File: src/rtl/uvf_pkg.sv
package uvf_pkg;
  typedef enum logic [2:0] {
    ST_OFF    = 3'd0,
    ST_SS     = 3'd1,
    ST_RUN    = 3'd2,
    ST_QUAL   = 3'd3,
    ST_LATCH  = 3'd4,
    ST_HICCUP = 3'd5
  } uvf_state_e;
endpackage

File: src/rtl/uvf_prescaler.sv
module uvf_prescaler #(
  parameter int PRE = 4
) (
  input  logic clk,
  input  logic rst_n,
  input  logic run,
  output logic tick
);
  localparam int W = (PRE > 1) ? $clog2(PRE) : 1;
  localparam logic [W-1:0] LASTV = W'(PRE - 1);

  logic [W-1:0] cnt_q, cnt_d;

  always_comb begin
    tick  = run && (cnt_q == LASTV);
    cnt_d = cnt_q;
    if (!run || tick) cnt_d = '0;
    else              cnt_d = cnt_q + 1'b1;
  end

  always_ff @(posedge clk or negedge rst_n) begin
    if (!rst_n) cnt_q <= '0;
    else        cnt_q <= cnt_d;
  end

  // ticks are spaced PRE cycles apart while running
  generate
    if (PRE > 1) begin : g_sp
      a_r4_tick_spacing: assert property (@(posedge clk) disable iff (!rst_n)
        tick |=> !tick);
    end
  endgenerate
endmodule

File: src/rtl/uvf_counter.sv
module uvf_counter #(
  parameter int W = 8
) (
  input  logic         clk,
  input  logic         rst_n,
  input  logic         clr,
  input  logic         inc,
  input  logic [W-1:0] last,
  output logic         hit
);
  logic [W-1:0] cnt_q, cnt_d;

  always_comb begin
    hit   = inc && !clr && (cnt_q == last);
    cnt_d = cnt_q;
    if (clr)      cnt_d = '0;
    else if (inc) cnt_d = cnt_q + 1'b1;
  end

  always_ff @(posedge clk or negedge rst_n) begin
    if (!rst_n) cnt_q <= '0;
    else        cnt_q <= cnt_d;
  end

  // a terminal count is reported once before the count moves on
  a_r4_single_hit: assert property (@(posedge clk) disable iff (!rst_n)
    hit |=> !hit);
endmodule

File: src/rtl/uv_fault_ctrl.sv
module uv_fault_ctrl
  import uvf_pkg::*;
#(
  parameter int CLK_HZ       = 100_000_000,
  parameter int SLEEP_MS     = 56,
  parameter int DLY_PRESCALE = 100,
  parameter int DLY_W        = 4
) (
  input  logic             clk,
  input  logic             rst_n,
  input  logic             vcc_good,
  input  logic             en,
  input  logic             uv_flag,
  input  logic             ss_done,
  input  logic [DLY_W-1:0] dly_cfg,
  input  logic             restart_cfg,
  output logic             drv_off,
  output logic             restart_req,
  output logic             fault_latched,
  output logic             hiccup_active
);
  localparam int SLEEP_CYC = (CLK_HZ / 1000) * SLEEP_MS;
  localparam int SLEEP_W   = $clog2(SLEEP_CYC + 1);
  localparam logic [SLEEP_W-1:0] SLEEP_LAST = SLEEP_W'(SLEEP_CYC - 1);

  uvf_state_e state_q, state_d, act_st;
  logic go, dly_zero, pre_tick, dly_hit, sleep_hit, rr_d;
  logic [DLY_W-1:0] dly_last;

  assign go       = en && vcc_good;
  assign dly_zero = (dly_cfg == '0);
  assign dly_last = dly_cfg - 1'b1;
  assign act_st   = restart_cfg ? ST_HICCUP : ST_LATCH;

  uvf_prescaler #(.PRE(DLY_PRESCALE)) u_pre (
    .clk(clk), .rst_n(rst_n), .run(state_q == ST_QUAL), .tick(pre_tick));

  uvf_counter #(.W(DLY_W)) u_dly (
    .clk(clk), .rst_n(rst_n), .clr(state_q != ST_QUAL), .inc(pre_tick),
    .last(dly_last), .hit(dly_hit));

  uvf_counter #(.W(SLEEP_W)) u_sleep (
    .clk(clk), .rst_n(rst_n), .clr(state_q != ST_HICCUP), .inc(1'b1),
    .last(SLEEP_LAST), .hit(sleep_hit));

  always_comb begin
    state_d = state_q;
    unique case (state_q)
      ST_OFF:    if (go) state_d = ST_SS;
      ST_SS:     if (ss_done) state_d = ST_RUN;
      ST_RUN:    if (uv_flag) state_d = dly_zero ? act_st : ST_QUAL;
      ST_QUAL: begin
        if (!uv_flag)     state_d = ST_RUN;
        else if (dly_hit) state_d = act_st;
      end
      ST_LATCH:  state_d = ST_LATCH;
      ST_HICCUP: if (sleep_hit) state_d = ST_SS;
      default:   state_d = ST_OFF;
    endcase
    if (!go) state_d = ST_OFF;
    rr_d = (state_d == ST_SS) && (state_q != ST_SS);
  end

  always_ff @(posedge clk or negedge rst_n) begin
    if (!rst_n) begin
      state_q     <= ST_OFF;
      restart_req <= 1'b0;
    end else begin
      state_q     <= state_d;
      restart_req <= rr_d;
    end
  end

  assign drv_off       = (state_q == ST_OFF) || (state_q == ST_LATCH) ||
                         (state_q == ST_HICCUP);
  assign fault_latched = (state_q == ST_LATCH);
  assign hiccup_active = (state_q == ST_HICCUP);

  a_r9_force_off: assert property (@(posedge clk) disable iff (!rst_n)
    !go |=> (drv_off && !fault_latched && !hiccup_active && !restart_req));
  a_r6_latch_holds: assert property (@(posedge clk) disable iff (!rst_n)
    (fault_latched && go) |=> fault_latched);
  a_r3_masked_ramp: assert property (@(posedge clk) disable iff (!rst_n)
    (state_q == ST_SS) |=> (!fault_latched && !hiccup_active));
  a_r2_single_req: assert property (@(posedge clk) disable iff (!rst_n)
    restart_req |=> !restart_req);
  a_r8_sleep_holds: assert property (@(posedge clk) disable iff (!rst_n)
    (hiccup_active && !sleep_hit && go) |=> hiccup_active);
  a_r8_sleep_exit: assert property (@(posedge clk) disable iff (!rst_n)
    (hiccup_active && sleep_hit && go) |=> (restart_req && !drv_off));
endmodule

File: config.mk
export PLATFORM = sky130hd
export DESIGN_NAME = uv_fault_ctrl
export DESIGN_NICKNAME = d
export VERILOG_FILES = /design/src/rtl/uvf_pkg.sv /design/src/rtl/uvf_prescaler.sv /design/src/rtl/uvf_counter.sv /design/src/rtl/uv_fault_ctrl.sv
export SDC_FILE = /design/constraint.sdc
export NUM_CORES = 1
export LEC_CHECK = 0
export BUFFER_PORTS_ARGS = -buffer_cell sky130_fd_sc_hd__buf_2
export CORE_MARGIN = 5
export CORE_UTILIZATION = 60
export CTS_CLUSTER_SIZE = 30
export DETAILED_ROUTE_END_ITERATION = 8
export HOLD_SLACK_MARGIN = 0.05
export PLACE_DENSITY_LB_ADDON = 0.1
export SLEW_MARGIN = 20
export SYNTH_ARGS = -nofsm -noshare
export SYNTH_HDL_FRONTEND = slang
export SYNTH_HIERARCHICAL = 1
export SYNTH_SLANG_ARGS = --single-unit
File: constraint.sdc
create_clock -name clk -period 5.3 [get_ports clk]
set_input_delay 0.795 -clock clk [delete_from_list [all_inputs] [get_ports clk]]
set_output_delay 0.795 -clock clk [all_outputs]
set_load 0.02 [all_outputs]
# Yosys cells after proc, flatten, opt, wreduce, memory -nomap -nowiden
# Cells that the tools add are included.
[word_totals]
ff_bits = 38
wordCells = 49
output_inout_bits = 4
in_bits = 11
[op_classes]
mux = 13
eq_ne = 12
n_reduce_logical = 15
add_sub_neg = 4
[ops]
columns = ["cell", "n"]
rows = [
  ["$add A23 B1 Y23 const B", 1],
  ["$eq A23 B23 Y1 const B", 1],
  ["$mux W23", 1],
  ["$mux W3", 7],
  ["$pmux W3 S6", 1],
  ["$mux W4", 2],
  ["$add A7 B1 Y7 const B", 1],
  ["$eq A7 B7 Y1 const B", 1],
  ["$mux W7", 1],
  ["$eq A3 B1 Y1 const B", 2],
  ["$eq A3 B2 Y1 const B", 2],
  ["$eq A3 B3 Y1 const B", 2],
  ["$logic_and A1 B1 Y1", 6],
  ["$add A4 B1 Y4 const B", 1],
  ["$eq A4 B4 Y1", 1],
  ["$logic_not A4 Y1", 1],
  ["$sub A4 B1 Y4 const B", 1],
  ["$logic_not A1 Y1", 3],
  ["$logic_not A3 Y1", 1],
  ["$logic_or A1 B1 Y1", 3],
  ["$ne A3 B1 Y1 const B", 1],
  ["$ne A3 B2 Y1 const B", 1],
  ["$ne A3 B3 Y1 const B", 1],
  ["$reduce_bool A2 Y1", 1],
  ["$mux W1", 1],
]

# Logic depth before layout (Yosys ltp)
# Gate-level depths: netlist (run 1).
[logic_depth]
word_depth = 10
mapped_depth = 9

# Cells and area by module
# The synthesis (run 1) kept the hierarchy.
[modules_own_cells]
columns = ["mod", "instances", "cells_each", "area_each_um2", "seq_area_each_um2"]
rows = [
  ["uvf_counter at u_sleep", 1, 152, 1390.1, 575.6],
  ["uv_fault_ctrl", 1, 48, 411.6, 100.1],
  ["uvf_prescaler", 1, 32, 321.6, 175.2],
  ["uvf_counter at u_dly", 1, 24, 237.7, 100.1],
]

# Worst setup path after synthesis (run 1)
# OpenSTA, ideal clock, no wires.
[synth_path]
kind = "input-to-reg"
start = "input port dly_cfg[0]"
end = "register restart_req"
path_slack_ps = 2969
setup_time_ps = 130
required_time_ps = 5170
stages = 9
t_arrival_ps = 2202
cell_sequence = "inv_1 -> ha_1 -> inv_1 -> inv_1 -> a221o_1 -> nor3_2 -> nand2_1 -> a311oi_2 -> nor4b_2"
[synth_between]
elab_chain_cells = 9
[synth_lines]
columns = ["item", "line_no", "text"]
rows = [
  ["start, declared", "uv_fault_ctrl.sv:15", "input logic [DLY_W-1:0] dly_cfg,"],
  ["$sub A4 B1 Y4", "uv_fault_ctrl.sv:32", "assign dly_last = dly_cfg - 1'b1;"],
  ["net dly_last[1]", "uv_fault_ctrl.sv:28", "logic [DLY_W-1:0] dly_last;"],
  ["$eq A4 B4 Y1", "uvf_counter.sv:14", "hit = inc && !clr && (cnt_q == last);"],
  ["$logic_and A1 B1 Y1", "uvf_counter.sv:14", ""],
  ["net dly_hit", "uv_fault_ctrl.sv:27", "logic go, dly_zero, pre_tick, dly_hit, sleep_hit, rr_d;"],
  ["$mux W3", "uv_fault_ctrl.sv:54", "else if (dly_hit) state_d = act_st;"],
  ["$mux W3", "uv_fault_ctrl.sv:53", "if (!uv_flag) state_d = ST_RUN;"],
  ["$pmux W3 S6", "uv_fault_ctrl.sv:48", "unique case (state_q)"],
  ["$mux W3", "uv_fault_ctrl.sv:60", "if (!go) state_d = ST_OFF;"],
  ["$eq A3 B1 Y1", "uv_fault_ctrl.sv:61", "rr_d = (state_d == ST_SS) && (state_q != ST_SS);"],
  ["$logic_and A1 B1 Y1", "uv_fault_ctrl.sv:61", ""],
  ["net rr_d", "uv_fault_ctrl.sv:27", ""],
  ["end signal, assigned", "uv_fault_ctrl.sv:70", "restart_req <= rr_d;"],
  ["end, declared", "uv_fault_ctrl.sv:18", "output logic restart_req,"],
]
# The timed path passes the listed nets, and every way through them passes these cells.
# A chain may end at the register's enable or synchronous reset.

# Final worst setup path (run 1)
[layout_path]
start = "register state_q[1]"
end = "output port hiccup_active"
[layout_between]
elab_chain_cells = 1
[layout_lines]
columns = ["item", "line_no", "text"]
rows = [
  ["start, declared", "uv_fault_ctrl.sv:26", "uvf_state_e state_q, state_d, act_st;"],
  ["start signal, assigned", "uv_fault_ctrl.sv:69", "state_q <= state_d;"],
  ["$eq A3 B3 Y1", "uv_fault_ctrl.sv:77", "assign hiccup_active = (state_q == ST_HICCUP);"],
  ["end, declared", "uv_fault_ctrl.sv:20", "output logic hiccup_active"],
]
# Every way passes these cells.

==> results of run 1 <==
[sequential cells by signal, indices dropped and copies added (netlist names)]
register and flops:
u_sleep/cnt_q 23, u_pre/cnt_q 7, u_dly/cnt_q 4, state_q 3, restart_req 1
[how the worst max path moves through the flow]
| stage | start | slack [ns] | end | depth (start not counted) |
|---|---|---|---|---|
| 6_report | state_q[1]$_DFF_PN0_ | 2.59 | hiccup_active | 4 |
| 5_1_grt | state_q[1]$_DFF_PN0_ | 2.36 | hiccup_active | 4 |
| 4_1_cts | state_q[1]$_DFF_PN0_ | 2.56 | hiccup_active | 4 |
| 3_5_place_dp | state_q[1]$_DFF_PN0_ | 2.70 | restart_req$_DFF_PN0_ | 9 |
| 3_3_place_gp | state_q[1]$_DFF_PN0_ | 2.75 | restart_req$_DFF_PN0_ | 9 |
| 2_1_floorplan | dly_cfg[0] | 2.97 | restart_req$_DFF_PN0_ | 9 |
[power groups by stage]
stage	Combinational, mW	Clock, mW	Sequential, mW
global placement	0.0381	0	0.298
global route	0.0448	0.322	0.293
CTS	0.0390	0.307	0.292
floorplan	0.0251	0	0.298
finish	0.0390	0.301	0.293
detailed placement	0.0388	0	0.298
[worst register-to-register path: cells and delay by family, from the launching register on]
kind | cells | cell delay [ns]
AO/OA/AOI/OAI | 2 | 0.24
AND/OR/NAND/NOR | 7 | 1.84
flip-flops | 1 | 0.46
[cell type report]
class                           count  area share
Tap cell                           48     0.02239
Clock inverter                      2     0.02239
Multi-Input combinational cell    217      0.5215
Clock buffer                        6     0.03078
Timing Repair Buffer               14     0.02612
Inverter                           16     0.02239
Sequential cell                    38      0.3545
[cell usage after synthesis (5+ instances only)]
library cell | instances | share of area
nor2_1 | 25 | 0.040
nand2_1 | 14 | 0.022
dfrtp_1 | 38 | 0.40
nand3_1 | 12 | 0.025
inv_1 | 15 | 0.024
nor4_1 | 8 | 0.021
a21oi_1 | 15 | 0.032
ha_1 | 5 | 0.026
xor2_1 | 25 | 0.093
nand4_1 | 8 | 0.021
o21ai_0 | 11 | 0.023
or3_1 | 9 | 0.024
nor3_1 | 6 | 0.013
xnor2_1 | 19 | 0.070
[kinds of logic after synthesis]
family	Yosys count	synth area share
AOI/OAI and AO/OA	36	0.09910
xor gates and xnor gates	44	0.1632
adders and majority gates	5	0.02650
buffers and inverters	23	0.03974
DFF	38	0.4028
muxes	2	0.008479
other	2	0.003181
and+or+nand+nor	106	0.2570
[per-layer routing]
layer / global-route usage / up-vias / routed length, microns
met2: 0.2535 / 30 / 1819
met1: 0.2825 / 812 / 2274
met5: 0 / - / 0
met4: 0.03074 / 0 / 23
met3: 0.04408 / 4 / 187
li1: - / 937 / -
[stage by stage]
step           instance area (sq um)  hold slack [ns]  std cells
2_1_floorplan                   2444           0.4319        278
3_3_place_gp                    2540           0.4521        333
3_5_place_dp                    2540           0.4587        333
4_1_cts                         2683           0.4690        341
5_1_grt                         2683           0.4914        341
6_report                        2683           0.4631        341
==> flow_summary.json, run 1 <==
{
  "synth-main-ff-cell": "dfrtp_1",
  "crit_path_top_delay_cell": "nand2_1",
  "cts_htree_levels": 2,
  "design.die.area_sq_um": 5290,
  "post-route-drc-count": 0,
  "tritoncts_clock_tree": "done",
  "period_share": 0.5106,
  "total_leakage_power_nw": 1.112,
  "critical-path-max-stage-delay_ns": 0.61,
  "post_cts_buffers": 0,
  "core_area_sq_um": 3744,
  "first_iteration_detailed_routing_drc_count": 117,
  "power.sequential.fraction": 0.462,
  "ioPinCount": 15,
  "remaining_global_route_overflow": 0,
  "vias_in_the_first_global_route": 1625,
  "antenna_cells": 0,
  "worst_setup_hold_path_clk_slew_ns": 0.07,
  "power.share.clock": 0.476,
  "synth.yosys.seq_area_share": 0.4028,
  "insertion_delay_ns": 0.28,
  "r2r_setup_slack_ns": 2.69,
  "fmaxAchievable_mhz": 369.5,
  "cp-end-kind": "output port",
  "ctsRootBufferMaster": "clkbuf_8",
  "cts_made_buffers": 5,
  "post_cts_resize_count": 0,
  "worst_hold_path.num_cells": 1,
  "pin_count_of_the_biggest_net_entering_global_routing": 39,
  "run_status": "complete, no violations",
  "synth-edff-count": 0,
  "ys_ff_latch": 38,
  "setup_violation_total_in_the_final_timing_report": 0,
  "power.internal_mw": 0.5064,
  "min_path_type": "flip-flop to flip-flop",
  "most_common_library_cell_in_the_layout_ignoring_fill_and_taps": "dfrtp_1",
  "async_reset_ff_frac": 1.000,
  "via_density_per_instance": 5.229,
  "antenna_violations_before_repair": 0,
  "worst_ep_arrival_time_ns": 1.91,
  "route.final.wire_length_microns": 4304,
  "drt_first_pass_iters": 4,
  "die_height_microns": 72.73,
  "groute.usage.overall": 0.1805,
  "worst_r2r_startpoint": "state_q[1]$_DFF_PN0_",
  "required_ns": 4.51,
  "grt_setup_unrepaired": "false",
  "n_fill_cell": 295,
  "rows": 22,
  "pre_cts_ws_ns": 2.700,
  "finalNetCount": 308,
  "report.final.hold_viol_count": 0,
  "switching_power_mw": 0.1265,
  "hpwlAfterDp_microns": 3099,
  "synth.distinct_cells": 47,
  "layout.cells.most_common_list": "dfrtp_1 (38), nor2_1 (25), xor2_1 (25)",
  "number_of_buffers_between_clock_root_and_the_deepest_sink": 2,
  "total_via_count_in_the_routed_design": 1783,
  "hold_path.startpoint": "u_pre/cnt_q[0]$_DFF_PN0_",
  "power_density_nw_per_um2": 235.9,
  "period_needed_ns": 2.706,
  "drv_cap": 0,
  "vdd_drop_max_v": 0.0001765,
  "fin_util": 0.7166,
  "worst-path-buf-inv": 2,
  "worst_r2r_path_depth": 9,
  "worstPathCellList": "and2b_1, nand2_1, inv_1, buf_2",
  "pwr-share-comb": 0.062,
  "drive_gt1_frac": 0.1195,
  "clock_sinks": 38,
  "number_of_buffers_added_to_fix_hold_violations_after_cts": 0,
  "timing_worst_setup_path_type": "flip-flop to output port",
  "die-width_microns": 72.73,
  "ff_latch_area_sq_um": 950.9,
  "worst_setup_path_start_kind": "flip-flop",
  "tightestPinTransition_ns": 0.8301,
  "number_of_routed_nets_with_antenna_violations": 0,
  "min_delay_worst_endpoint": "u_pre/cnt_q[0]$_DFF_PN0_",
  "syn-instance-count": 256,
  "gp_congestion": 0.7722,
  "fin_skew_ns": 0.004638,
  "fin_tns_setup_ns": 0,
  "synth-warning-count": 6,
  "grt_pass1_wl_microns": 7610,
  "timing.rr.end": "restart_req$_DFF_PN0_",
  "drv_slew": 0,
  "total_power_mw": 0.6329,
  "area_of_the_multi_input_gates_sq_um": 1399,
  "initial_utilization": 0.6307,
  "area_growth_syn_to_layout_pct": 13.62,
  "worst_slack_ns": 2.594,
  "netSwitchingFraction": 0.1998,
  "wl_per_cell_microns": 12.62,
  "post_synth_instance_area_sq_um": 2361,
  "buffer_ports.inserted": 14,
  "syn_area_per_cell_sq_um": 9.223,
  "worst-path-max-fanout": 25,
  "maxSlewHeadroom": 0.4466,
  "path_delay_family": "simple AND/OR/NAND/NOR gates"
}
Power figures use the tool's default switching activity.
==> inputs of run 2 (changes only) <==
--- a/config.mk
+++ b/config.mk
@@ -5,9 +5,10 @@
 export SDC_FILE = /design/constraint.sdc
 export NUM_CORES = 1
 export LEC_CHECK = 0
+export ABC_AREA = 1
 export BUFFER_PORTS_ARGS = -buffer_cell sky130_fd_sc_hd__buf_2
 export CORE_MARGIN = 5
-export CORE_UTILIZATION = 60
+export CORE_UTILIZATION = 56
 export CTS_CLUSTER_SIZE = 30
 export DETAILED_ROUTE_END_ITERATION = 8
 export HOLD_SLACK_MARGIN = 0.05
==> constraint.sdc (replaced) <==
create_clock -name clk -period 2.3 [get_ports clk]
set_input_delay 0.345 -clock clk [delete_from_list [all_inputs] [get_ports clk]]
set_output_delay 0.345 -clock clk [all_outputs]
set_load 0.02 [all_outputs]
==> flow_summary.json, run 2 <==
{
  "synth-warning-count": 6,
  "post-route-drc-count": 0,
  "stdcell_area_sq_um": 3241,
  "synth-compound-area-share": 0.1011,
  "first_iteration_detailed_routing_drc_count": 158,
  "wl_per_cell_microns": 10.84,
  "cts_made_buffers": 5,
  "synth-main-ff-cell": "dfrtp_1",
  "insertion_delay_ns": 0.28,
  "met3_length_microns": 227,
  "antenna_cells": 0,
  "report.final.hold_viol_count": 0,
  "die_height_microns": 80.51,
  "grt_pass1_wl_microns": 10920,
  "synth.most_common_cell": "nand2_1",
  "syn-instance-count": 430,
  "maxSlewHeadroom": 0.4300,
  "rows": 25,
  "period_share": 0.8624,
  "n_fill_cell": 459,
  "ctsRootBufferMaster": "clkbuf_8",
  "period_needed_ns": 1.984,
  "buffer_ports.inserted": 14,
  "area_growth_syn_to_layout_pct": 16.40,
  "synthXorXnorAreaFrac": 0.02202,
  "dpl-instance-area_sq_um": 3105,
  "cp-end-kind": "flip-flop",
  "number_of_cells_after_detailed_placement": 554,
  "post_synth_instance_area_sq_um": 2784,
  "via_density_per_instance": 4.771,
  "layout.cells.non_filler": 563,
  "largest_family_of_logic_cells_by_synthesized_area": "simple AND/OR/NAND/NOR gates",
  "antenna_violations_before_repair": 0,
  "initial_utilization": 0.5817,
  "yosys-mux-area-fraction": 0,
  "tritoncts_clock_tree": "done",
  "drt_first_pass_iters": 4,
  "synth-edff-count": 0,
  "fmaxAchievable_mhz": 504.1,
  "route.final.wire_length_microns": 6101,
  "finalNetCount": 511,
  "synth_top_cells_by_count": "nand2_1 (120), nor2_1 (71), inv_1 (59), dfrtp_1 (38), nand3_1 (31)",
  "timing_worst_setup_path_type": "flip-flop to flip-flop",
  "clock_sinks": 38,
  "worst_setup_hold_path_clk_slew_ns": 0.08,
  "ys_ff_latch": 38,
  "async_reset_ff_frac": 1.000,
  "total_via_count_in_the_routed_design": 2686,
  "grt_setup_unrepaired": "false",
  "design.die.area_sq_um": 6481,
  "power_density_nw_per_um2": 390.5,
  "top_routing_layer_used": "met4",
  "fin_tns_setup_ns": 0,
  "core_area_sq_um": 4786,
  "synth.top_cells.by_area": "dfrtp_1 (34%), nand2_1 (16%), nor2_1 (9.6%), inv_1 (8.0%), nand3_1 (5.6%)",
  "synth_fa_ha_area_frac": 0.02247,
  "biggestRegsByFlops": "u_sleep/cnt_q (23), u_pre/cnt_q (7), u_dly/cnt_q (4)",
  "ioPinCount": 15,
  "drive_gt1_frac": 0.1290,
  "setup_violation_total_in_the_final_timing_report": 0,
  "cts_htree_levels": 2,
  "most_common_library_cell_in_the_layout_ignoring_fill_and_taps": "nand2_1",
  "drv_cap": 0,
  "hold-worst-slack_ns": 0.1671,
  "vdd_drop_max_v": 0.0003070,
  "wl_met1_microns": 3018,
  "die-width_microns": 80.51,
  "groute.usage.overall": 0.2146,
  "synth_largest_area_cell": "dfrtp_1",
  "synth.distinct_cells": 36,
  "syn_area_per_cell_sq_um": 6.474,
  "total_leakage_power_nw": 1.611,
  "hpwlAfterDp_microns": 4607,
  "min_path_type": "primary input to async pin",
  "worst_setup_path_start_kind": "flip-flop",
  "fin_util": 0.6771,
  "remaining_global_route_overflow": 0,
  "number_of_buffers_between_clock_root_and_the_deepest_sink": 2,
  "yosys.area.top_type_share": 0.3416,
  "synth.yosys.seq_area_share": 0.3416,
  "worst-path-max-fanout": 5,
  "number_of_routed_nets_with_antenna_violations": 0,
  "drv_slew": 0,
  "worst_ep_arrival_time_ns": 2.21,
  "top_register": "u_sleep/cnt_q",
  "layout.cells.most_common_list": "nand2_1 (120), nor2_1 (68), inv_1 (59)",
  "synthSimpleGateAreaFrac": 0.4063,
  "tightestPinTransition_ns": 0.8550,
  "vias_in_the_first_global_route": 2524,
  "gp_congestion": 0.9279,
  "pin_count_of_the_biggest_net_entering_global_routing": 39,
  "required_ns": 2.52,
  "fin_skew_ns": 0.005131,
  "dr_wl_met2_microns": 2810,
  "max_reg_flops": 23,
  "run_status": "complete, no violations"
}
## run 2: cell types whose count changed in the layout (fill, tap and decap cells not counted), moves of 5 or more
cell     change
o21ai_0      +9
xnor2_1     -18
buf_4        +7
xor2_1      -19
nand3_1     +19
nor4_1       -8
nand2_1    +106
nor2_2      +10
nor2_1      +43
nor2_4       +5
or3_1        -9
conb_1      +20
inv_1       +44
## run 2: area by class of cell
cell class / count / area (sq um) / area share
multi-input cells: 363 / 1732 / 0.5344
flip-flops and latches: 38 / 953.4 / 0.2942
inverters: 65 / 246.5 / 0.07606
repair buffers: 22 / 133.9 / 0.04131
clock buffers: 7 / 86.33 / 0.02664
well taps: 67 / 83.83 / 0.02587
clock inverters: 1 / 5.005 / 0.001544
## run 2: logic make-up after synthesis
logic type	Yosys count
adders and majority gates	5
DFF	38
other	2
xor gates and xnor gates	7
and+or+nand+nor	257
AOI/OAI and AO/OA	50
buffers and inverters	71
## run 2: stage by stage
stage | setup WS (ns) | total power, mW
floorplan | 0.3074 | 0.7588
global placement | 0.2742 | 0.7935
detailed placement | 0.2208 | 0.7951
CTS | 0.2015 | 1.280
global route | 0.03772 | 1.332
finish | 0.3164 | 1.266
## run 2: final timing paths
kind                                              startpoint                      endpoint  slack (ns)  cells past startpoint
worst max-delay path                    state_q[1]$_DFF_PN0_         restart_req$_DFF_PN0_        0.32                     21
worst min-delay path                                   rst_n  u_sleep/cnt_q[1]$_DFFE_PN0P_        0.17                      1
worst max register to register          state_q[1]$_DFF_PN0_         restart_req$_DFF_PN0_        0.32                     21
worst min register to register  u_sleep/cnt_q[7]$_DFFE_PN0P_  u_sleep/cnt_q[7]$_DFFE_PN0P_        0.52                      1
max in group asynchronous                              rst_n          state_q[1]$_DFF_PN0_        1.54                      1
min in group clk                                    vcc_good          state_q[1]$_DFF_PN0_        0.30                      3
## run 2: critical path, stage by stage (launching register included)
cell and delay [ns]:
dfrtp_2 0.43, buf_6 0.14, nand2_1 0.06, nor2_2 0.11, inv_1 0.08, nor2_4 0.12
inv_2 0.06, nor2_4 0.08, nand2_1 0.05, nor2_1 0.08, nand2_1 0.07, nor2_2 0.09
inv_1 0.05, nand2_1 0.05, nand2_1 0.04, nand2_1 0.05, nand2_1 0.06, inv_2 0.05
nand2_1 0.05, nor2_2 0.07, nand2_1 0.05, nor2_1 0.08
## run 2: timing repair
item                       4_1_cts  5_1_grt
gates resized for setup          0       10
hold buffers                     0        0
setup endpoints to repair        0        2
buffers inserted                 0        1
## run 2: where the power goes
group	total [mW]	internal, mW	switching [mW]
combinational	0.112	0.0390	0.0732
clock	0.479	0.242	0.237
sequential	0.674	0.670	0.00373
## run 2: routing by layer
metal,track usage,vias up
met5,0,-
met4,0.05574,0
met3,0.03363,4
met2,0.3477,48
met1,0.2972,1204
li1,-,1430
==> inputs of run 3 (changes only) <==
--- a/config.mk
+++ b/config.mk
@@ -9,6 +9,7 @@
 export BUFFER_PORTS_ARGS = -buffer_cell sky130_fd_sc_hd__buf_2
 export CORE_MARGIN = 5
 export CORE_UTILIZATION = 56
+export CTS_BUF_LIST = sky130_fd_sc_hd__clkbuf_16
 export CTS_CLUSTER_SIZE = 30
 export DETAILED_ROUTE_END_ITERATION = 8
 export HOLD_SLACK_MARGIN = 0.05
==> flow_summary.json, run 3 (same netlist as run 2, synthesis figures left out) <==
{
  "run_status": "complete, no violations",
  "power.internal_mw": 1.103,
  "route.final.wire_length_microns": 6277,
  "power.sequential.fraction": 0.467,
  "wl_per_cell_microns": 11.13,
  "dpl-instance-area_sq_um": 3105,
  "die-width_microns": 80.51,
  "vdd_drop_max_v": 0.0003363,
  "number_of_buffers_between_clock_root_and_the_deepest_sink": 2,
  "ioPinCount": 15,
  "power.share.clock": 0.454,
  "fin_skew_ns": 0.003283,
  "worst-path-max-fanout": 5,
  "drt_first_pass_iters": 5,
  "post-route-drc-count": 0,
  "area_growth_syn_to_layout_pct": 18.47,
  "netSwitchingFraction": 0.2369,
  "worst_setup_path_start_kind": "flip-flop",
  "gp_congestion": 0.9279,
  "grt_pass1_wl_microns": 11090,
  "number_of_buffers_added_to_fix_hold_violations_after_cts": 0,
  "total_power_mw": 1.445,
  "ff_latch_area_sq_um": 953.4,
  "min_path_type": "primary input to async pin",
  "maxSlewHeadroom": 0.4222,
  "hpwlAfterDp_microns": 4607,
  "via_density_per_instance": 4.828,
  "top_register": "u_sleep/cnt_q",
  "first_iteration_detailed_routing_drc_count": 198,
  "hold-worst-slack_ns": 0.1794,
  "die_height_microns": 80.51,
  "initial_utilization": 0.5817,
  "n_fill_cell": 442,
  "antenna_violations_before_repair": 0,
  "period_needed_ns": 2.086,
  "core_area_sq_um": 4786,
  "area_of_the_multi_input_gates_sq_um": 1739,
  "vias_in_the_first_global_route": 2527,
  "timing_worst_setup_path_type": "flip-flop to flip-flop",
  "pin_count_of_the_biggest_net_entering_global_routing": 39,
  "cts_htree_levels": 2,
  "design.die.area_sq_um": 6481,
  "grt_setup_unrepaired": "true",
  "rows": 25,
  "number_of_cells_after_detailed_placement": 554,
  "ctsRootBufferMaster": "clkbuf_16",
  "layout.cells.non_filler": 564,
  "most_common_library_cell_in_the_layout_ignoring_fill_and_taps": "nand2_1",
  "drive_gt1_frac": 0.1348,
  "cts_made_buffers": 5,
  "total_leakage_power_nw": 1.639,
  "insertion_delay_ns": 0.28,
  "antenna_cells": 0,
  "groute.usage.overall": 0.2179,
  "biggestRegsByFlops": "u_sleep/cnt_q (23), u_pre/cnt_q (7), u_dly/cnt_q (4)",
  "fmaxAchievable_mhz": 479.3,
  "period_share": 0.9071,
  "drv_slew": 0,
  "layout.cells.most_common_list": "nand2_1 (118), nor2_1 (67), inv_1 (60)",
  "report.final.hold_viol_count": 0,
  "tritoncts_clock_tree": "done",
  "power_density_nw_per_um2": 438.2,
  "remaining_global_route_overflow": 0,
  "max_reg_flops": 23,
  "finalNetCount": 512,
  "required_ns": 2.51,
  "cp-end-kind": "flip-flop",
  "stdcell_area_sq_um": 3298,
  "tightestPinTransition_ns": 0.8667,
  "total_via_count_in_the_routed_design": 2723,
  "buffer_ports.inserted": 14,
  "drv_cap": 0,
  "number_of_routed_nets_with_antenna_violations": 0,
  "setup_violation_total_in_the_final_timing_report": 0,
  "worst_ep_arrival_time_ns": 2.30,
  "switching_power_mw": 0.3424,
  "clock_sinks": 38,
  "pwr-share-comb": 0.079,
  "worst_setup_hold_path_clk_slew_ns": 0.06
}
run 3: changes by cell type in the layout (fill, tap and decap cells not counted), sizes merged:
cell and change:
buf +1, clkbuf -2, clkinv +1, inv +1
run 3: final cells by class:
cell class / count / share of cell area
multi-input combinational: 363 / 0.5273
inverter: 65 / 0.07473
tap: 67 / 0.02542
clock buffer: 5 / 0.03794
timing repair buffer: 23 / 0.04173
clock inverter: 3 / 0.003794
sequential: 38 / 0.2891
run 3: power groups by stage:
stage	clock network [mW]	registers [mW]	logic, mW
after floorplan	0	0.686	0.0726
after global placement	0	0.687	0.107
after detailed placement	0	0.687	0.108
after CTS	0.671	0.675	0.109
after global routing	0.702	0.675	0.134
final	0.657	0.675	0.114
run 3: path summary, 6_finish.rpt:
kind / slack, ns / startpoint / endpoint / cells after the start
max: 0.21 / state_q[1]$_DFF_PN0_ / restart_req$_DFF_PN0_ / 16
min: 0.18 / rst_n / u_sleep/cnt_q[2]$_DFFE_PN0P_ / 1
max reg2reg: 0.21 / state_q[1]$_DFF_PN0_ / restart_req$_DFF_PN0_ / 16
min reg2reg: 0.52 / u_sleep/cnt_q[7]$_DFFE_PN0P_ / u_sleep/cnt_q[7]$_DFFE_PN0P_ / 1
max in group asynchronous: 1.52 / rst_n / state_q[1]$_DFF_PN0_ / 1
min in group clk: 0.31 / vcc_good / state_q[1]$_DFF_PN0_ / 3
run 3: stage by stage:
stage	TNS (ns)	setup WS, ns	utilization
4_1_cts	0	0.1454	0.6776
6_report	0	0.2137	0.6892
2_1_floorplan	0	0.3074	-
5_1_grt	-0.003907	-0.003907	0.6892
3_3_place_gp	0	0.2742	0.6489
3_5_place_dp	0	0.2208	0.6489
run 3: routing by layer:
metal	up-vias	track usage	share of wire
met1	1227	0.3009	0.48
met3	2	0.04036	0.049
li1	1433	-	-
met5	-	0	0
met4	0	0.04899	0.0046
met2	61	0.3535	0.47
run 3: what timing repair did:
action                     CTS  global route
setup buffers                0             2
setup endpoints to repair    0             3
gates resized for setup      0            12
run 3: critical path: stages, from the launching register on:
cell	delay, ns
dfrtp_2	0.43
buf_4	0.15
inv_2	0.07
nand2_1	0.08
nor2_4	0.11
inv_1	0.10
inv_1	0.09
nand2_1	0.07
a21oi_1	0.11
nand3_1	0.07
nor2_1	0.13
nand2_1	0.08
nor2_2	0.13
a211oi_1	0.11
nor2_1	0.15
nand2_1	0.07
nor2_1	0.08
